<file path="config.mk">
export PLATFORM = sky130hd
export DESIGN_NAME = irq_csr_unit
export DESIGN_NICKNAME = d
export VERILOG_FILES = /design/src/rtl/irq_csr_pkg.sv /design/src/rtl/irq_wmask_gen.sv /design/src/rtl/irq_pend_reg.sv /design/src/rtl/irq_en_reg.sv /design/src/rtl/irq_rd_mux.sv /design/src/rtl/irq_act_split.sv /design/src/rtl/irq_csr_unit.sv
export SDC_FILE = /design/constraint.sdc
export NUM_CORES = 1
export LEC_CHECK = 0
export ABC_AREA = 1
export BUFFER_PORTS_ARGS = -buffer_cell sky130_fd_sc_hd__buf_2
export CAP_MARGIN = 5
export CORE_AREA = 2 2 83 85
export CTS_CLUSTER_SIZE = 12
export DETAILED_ROUTE_END_ITERATION = 12
export DIE_AREA = 0 0 85 87
export HOLD_SLACK_MARGIN = 0.03
export PLACE_DENSITY = 0.66
export SETUP_SLACK_MARGIN = 0.5
export SYNTH_ARGS = -nofsm -noshare
export SYNTH_HDL_FRONTEND = slang
export SYNTH_SLANG_ARGS = --single-unit
</file>
<file path="constraint.sdc">
create_clock -name clk_i -period 0.91 [get_ports clk_i]
set_clock_uncertainty 0.1 [all_clocks]
set_input_delay 0.091 -clock clk_i [delete_from_list [all_inputs] [get_ports clk_i]]
set_output_delay 0.091 -clock clk_i [all_outputs]
set_load 0.01 [all_outputs]
</file>
<file path="src/rtl/irq_csr_pkg.sv">
package irq_csr_pkg;
  localparam int unsigned IW     = 12;
  localparam int unsigned NKIND  = 3;   // sw, tim, ext
  localparam int unsigned LVL_U  = 0;
  localparam int unsigned LVL_S  = 1;
  localparam int unsigned LVL_M  = 3;
  localparam int unsigned SEXT_BIT = 9;

  localparam logic [IW-1:0] RD_MASK   = 12'hBBB;
  localparam logic [IW-1:0] MIP_WMASK = 12'h33B;
  localparam logic [IW-1:0] SU_MASK   = 12'h333;
  localparam logic [IW-1:0] MLVL_MASK = 12'h888;

  typedef enum logic [1:0] {
    VIEW_MIP = 2'd0,
    VIEW_MIE = 2'd1,
    VIEW_SIP = 2'd2,
    VIEW_SIE = 2'd3
  } view_e;

  // bit position of interrupt kind k at level l
  function automatic int unsigned cause_bit(input int unsigned lvl, input int unsigned kind);
    return kind * 4 + lvl;
  endfunction
endpackage

</file>
<file path="src/rtl/irq_wmask_gen.sv">
module irq_wmask_gen
  import irq_csr_pkg::*;
(
  input  logic          we_i,
  input  logic [1:0]    view_i,
  input  logic [IW-1:0] deleg_i,
  output logic [IW-1:0] pend_wm_o,
  output logic [IW-1:0] en_wm_o
);
  always_comb begin
    pend_wm_o = '0;
    en_wm_o   = '0;
    if (we_i) begin
      case (view_e'(view_i))
        VIEW_MIP: pend_wm_o = MIP_WMASK;
        VIEW_SIP: pend_wm_o = SU_MASK;
        VIEW_MIE: en_wm_o   = RD_MASK;
        VIEW_SIE: en_wm_o   = SU_MASK | (deleg_i & MLVL_MASK);
        default: ;
      endcase
    end
  end
endmodule

</file>
<file path="src/rtl/irq_pend_reg.sv">
module irq_pend_reg
  import irq_csr_pkg::*;
#(
  parameter int unsigned W = IW
) (
  input  logic         clk_i,
  input  logic         rst_ni,
  input  logic [W-1:0] wmask_i,
  input  logic [W-1:0] wdata_i,
  input  logic [W-1:0] hw_upd_i,
  input  logic [W-1:0] hw_val_i,
  output logic [W-1:0] q_o
);
  logic [W-1:0] d;

  for (genvar b = 0; b < W; b++) begin : g_bit
    // hardware update has precedence over the software write
    assign d[b] = hw_upd_i[b] ? hw_val_i[b] :
                  wmask_i[b]  ? wdata_i[b]  : q_o[b];
  end

  always_ff @(posedge clk_i or negedge rst_ni) begin
    if (!rst_ni) q_o <= '0;
    else         q_o <= d;
  end
endmodule

</file>
<file path="src/rtl/irq_en_reg.sv">
module irq_en_reg
  import irq_csr_pkg::*;
#(
  parameter int unsigned W = IW
) (
  input  logic         clk_i,
  input  logic         rst_ni,
  input  logic [W-1:0] wmask_i,
  input  logic [W-1:0] wdata_i,
  output logic [W-1:0] q_o
);
  always_ff @(posedge clk_i or negedge rst_ni) begin
    if (!rst_ni) q_o <= '0;
    else         q_o <= (q_o & ~wmask_i) | (wdata_i & wmask_i);
  end
endmodule

</file>
<file path="src/rtl/irq_rd_mux.sv">
module irq_rd_mux
  import irq_csr_pkg::*;
#(
  parameter int unsigned XLEN = 64
) (
  input  logic [1:0]      view_i,
  input  logic [IW-1:0]   pend_i,
  input  logic [IW-1:0]   en_i,
  input  logic [IW-1:0]   deleg_i,
  output logic [XLEN-1:0] rdata_o
);
  logic [IW-1:0] sup_mask;
  logic [IW-1:0] rd;

  assign sup_mask = SU_MASK | (deleg_i & MLVL_MASK);

  always_comb begin
    case (view_e'(view_i))
      VIEW_MIP: rd = pend_i & RD_MASK;
      VIEW_MIE: rd = en_i & RD_MASK;
      VIEW_SIP: rd = pend_i & sup_mask;
      VIEW_SIE: rd = en_i & sup_mask;
      default:  rd = '0;
    endcase
  end

  assign rdata_o = {{(XLEN-IW){1'b0}}, rd};
endmodule

</file>
<file path="src/rtl/irq_act_split.sv">
module irq_act_split
  import irq_csr_pkg::*;
(
  input  logic [IW-1:0]    pend_i,
  input  logic [IW-1:0]    en_i,
  output logic [NKIND-1:0] m_act_o,
  output logic [NKIND-1:0] s_act_o,
  output logic [NKIND-1:0] u_act_o
);
  logic [IW-1:0] act;
  assign act = pend_i & en_i;

  for (genvar k = 0; k < NKIND; k++) begin : g_kind
    assign m_act_o[k] = act[cause_bit(LVL_M, k)];
    assign s_act_o[k] = act[cause_bit(LVL_S, k)];
    assign u_act_o[k] = act[cause_bit(LVL_U, k)];
  end
endmodule

</file>
<file path="src/rtl/irq_csr_unit.sv">
module irq_csr_unit
  import irq_csr_pkg::*;
#(
  parameter int unsigned XLEN = 64
) (
  input  logic             clk_i,
  input  logic             rst_ni,
  input  logic             csr_we_i,
  input  logic [1:0]       csr_view_i,
  input  logic [XLEN-1:0]  csr_wdata_i,
  output logic [XLEN-1:0]  csr_rdata_o,
  input  logic [NKIND-1:0] hw_upd_i,
  input  logic [NKIND-1:0] hw_val_i,
  input  logic             sext_pend_i,
  input  logic [XLEN-1:0]  deleg_i,
  output logic [NKIND-1:0] m_act_o,
  output logic [NKIND-1:0] s_act_o,
  output logic [NKIND-1:0] u_act_o
);
  logic [IW-1:0] pend_q, en_q, pend_eff;
  logic [IW-1:0] pend_wm, en_wm;
  logic [IW-1:0] hw_upd_vec, hw_val_vec;
  logic [IW-1:0] deleg_lo, wdata_lo;
  logic          unused_hi;

  assign deleg_lo  = deleg_i[IW-1:0];
  assign wdata_lo  = csr_wdata_i[IW-1:0];
  assign unused_hi = ^{csr_wdata_i[XLEN-1:IW], deleg_i[XLEN-1:IW]};

  // spread controller strobes onto machine-level bit positions
  always_comb begin
    hw_upd_vec = '0;
    hw_val_vec = '0;
    for (int k = 0; k < NKIND; k++) begin
      hw_upd_vec[cause_bit(LVL_M, k)] = hw_upd_i[k];
      hw_val_vec[cause_bit(LVL_M, k)] = hw_val_i[k];
    end
  end

  irq_wmask_gen u_wmask (
    .we_i      (csr_we_i),
    .view_i    (csr_view_i),
    .deleg_i   (deleg_lo),
    .pend_wm_o (pend_wm),
    .en_wm_o   (en_wm)
  );

  irq_pend_reg #(.W(IW)) u_pend (
    .clk_i    (clk_i),
    .rst_ni   (rst_ni),
    .wmask_i  (pend_wm),
    .wdata_i  (wdata_lo),
    .hw_upd_i (hw_upd_vec),
    .hw_val_i (hw_val_vec),
    .q_o      (pend_q)
  );

  irq_en_reg #(.W(IW)) u_en (
    .clk_i   (clk_i),
    .rst_ni  (rst_ni),
    .wmask_i (en_wm),
    .wdata_i (wdata_lo),
    .q_o     (en_q)
  );

  assign pend_eff = pend_q | (IW'(sext_pend_i) << SEXT_BIT);

  irq_rd_mux #(.XLEN(XLEN)) u_rd (
    .view_i  (csr_view_i),
    .pend_i  (pend_eff),
    .en_i    (en_q),
    .deleg_i (deleg_lo),
    .rdata_o (csr_rdata_o)
  );

  irq_act_split u_act (
    .pend_i  (pend_eff),
    .en_i    (en_q),
    .m_act_o (m_act_o),
    .s_act_o (s_act_o),
    .u_act_o (u_act_o)
  );
endmodule

</file>
==> metrics <==
outcome=complete, but fails checks; failing checks=negative hold slack, negative setup slack; critical path capture point type=output pin; min Tclk post-route=roughly 1.2 ns; GP Congestion=0.724; Die Area=approximately 0.0074 mm^2; GR Layer Usage met1=8.97%; R2R cell count=4; DR DRC count=0; total clock sinks=18; area grow syn2layout=21.7%; GR peak layer=met2; critical path arrival=a little over 1 ns; met3 Use GR=1.23%; r2r setup slk=-0.03 ns; FMAX=approximately 830 MHz; TritonCTS clock tree=built; fin crit share=132%; maximum fanout along the worst path=2; pwr dens=roughly 1400 mW/mm^2; die width=approximately 85 um; antenna-violating nets left=0; CTS HTree Levels=1; ranking of synthesized cells by area=dfrtp_1 (33%), buf_4 (30%), nand2_1 (15%), inv_1 (5.5%), o21ai_2 (3.8%); post-synthesis sequential area ratio=33.0%; top cell type's share of synthesized area=between 30% and 40%; Reg-to-Reg End=u_pend.q_o[9]; vias in the first global route=between 900 and 1000; RSZ-0062 raised after global routing=true; Static Leak=roughly 0.001 uW; core region area=roughly 0.0066 mm^2; n_diodes=0; YS warnings=0; final net count=between 300 and 400; Setup Total Neg Slack=-3.57 ns; Root Driver=clkbuf_8; router iterations before antenna repair=6; crit path cell chain=nor2_2, o21ai_2, buf_2; IO Port Bufs=41; Hold WC Path Type=in2async; fraction of layout cells with a size suffix above 1=around 32%; M2 GR Usage=11.2%; largest net degree at the start of global routing=19; Post-Syn Area=approximately 0.0014 mm^2; vias per cell=between 3 and 4; gr ovfl total=0; worst r2r src=u_pend.q_o[9]; Req. time, crit path=0.72 ns; Slew Limit Fails=0; Starting Density=approximately a fifth; #FFs+latches synth=18; hold slack=-0.339 ns; row cnt=30; clock tree buffer depth=2; Setup WS post-layout=-0.288 ns; worst skew pair latency=between 0.2 and 0.3 ns; DP HPWL=between 2000 and 2500 um; critical path's slowest cell=dfrtp_1; Final Hold Viols=22; maximum vdd drop=between 0.8 and 0.9 mV; initial antenna violation count=0; post-synth cell types=15; first-pass GRT wire length=around 4100 um; max cap viols=0; via count=approximately 1100; DR WL/cell=approximately 8.4 um; 1st-iter DRT viols=17; kind of critical path=reg2out; Boundary Pins=about 210; startpoint types=flop; largest area contributor in the netlist=dfrtp_1; syn_area_per_cell=between 7 and 8 um^2; drt total wl=about 2600 um; final core occ=25.3%; fill cell count=approximately 720; Inserted Clock Buffers=3; instance count of the mapped netlist=~190; count of final setup violators=19; Worst-path clk slew=around 0.060 ns; pre-CTS WS=-0.135 ns; crit-path max cell delay=~0.4 ns; GRT Total Usage=a little under 7%; die height=a little under 90 um
[worst max-delay path by stage]
| stage | startpoint | end | slack (ns) | cells past startpoint |
|---|---|---|---|---|
| after floorplan | u_pend.q_o[11] | u_pend.q_o[11] | 0.08 | 1 |
| after global placement | csr_view_i[0] | flop | -0.13 | 6 |
| after detailed placement | csr_view_i[0] | flop | -0.13 | 5 |
| after CTS | u_pend.q_o[9] | csr_rdata_o[9] | -0.31 | 3 |
| after global routing | u_pend.q_o[9] | csr_rdata_o[9] | -0.34 | 3 |
| final | u_pend.q_o[9] | csr_rdata_o[9] | -0.29 | 3 |
[layout by cell type (no fill, tap or decap)]
cell,instances
conb_1,55
nand2_1,46
buf_2,32
inv_1,19
dfrtp_1,18
buf_6,11
o21ai_1,10
nand2_2,8
o21ai_2,7
nor2_1,7
buf_4,5
clkbuf_8,4
nor2_2,2
inv_2,2
nand3_1,2
inv_4,1
o21ai_0,1
nand3_2,1
mux2_2,1
mux2_4,1
buf_12,1
[where the power goes]
part	switching (uW)	total, uW	internal (uW)
logic	416	730	314
clock network	256	640	384
registers	82.7	985	902
[critical path: cells and delay by family, from the launching register on]
family                 cells  cell delay, ns
buffers and inverters      1            0.14
AO/OA/AOI/OAI              1            0.07
flip-flops                 1            0.39
AND/OR/NAND/NOR            1            0.16
[per-stage QoR]
step	area (um^2)	std cells	power [uW]
floorplan	1590	239	1550
detailed placement	1500	307	1620
finish	1660	314	2350
global route	1660	314	2530
global placement	1500	307	1610
CTS	1610	312	2340
[synthesized netlist by cell type (all sizes together)]
library cell,n
buf,58
nand2,54
inv,22
dfrtp,18
o21ai,18
nor2,9
nand3,3
mux2,2
conb,1
[cell type report]
cell class	instances	area, um^2	area share [%]
inverters	22	85.1	5.12
multi-input cells	141	631	37.9
flip-flops and latches	18	450	27.1
clock buffers	4	55.1	3.31
repair buffers	49	342	20.5
well taps	80	100	6.02
[logic make-up (layout without fill, tap and decap cells)]
family | Yosys count | after routing | synth area share [%]
other cells | 1 | 55 | 0.274
simple gates | 66 | 66 | 18.6
buf+inv | 80 | 75 | 38.3
compound gates | 18 | 18 | 8.24
flops | 18 | 18 | 33.0
mux | 2 | 2 | 1.65
[what timing repair did]
item                                    CTS  global route
buffers inserted                          1             2
pin swaps                                11             7
gates resized for setup                  10            10
endpoints found under the setup margin   36            36
endpoints found under the hold margin    32            29
[metal layers]
layer	vias up	part of all wire (%)
met5	-	0
met4	0	0.80
met3	4	8.8
met2	66	48
met1	472	42
li1	548	-
Power figures use the tool's default switching activity.
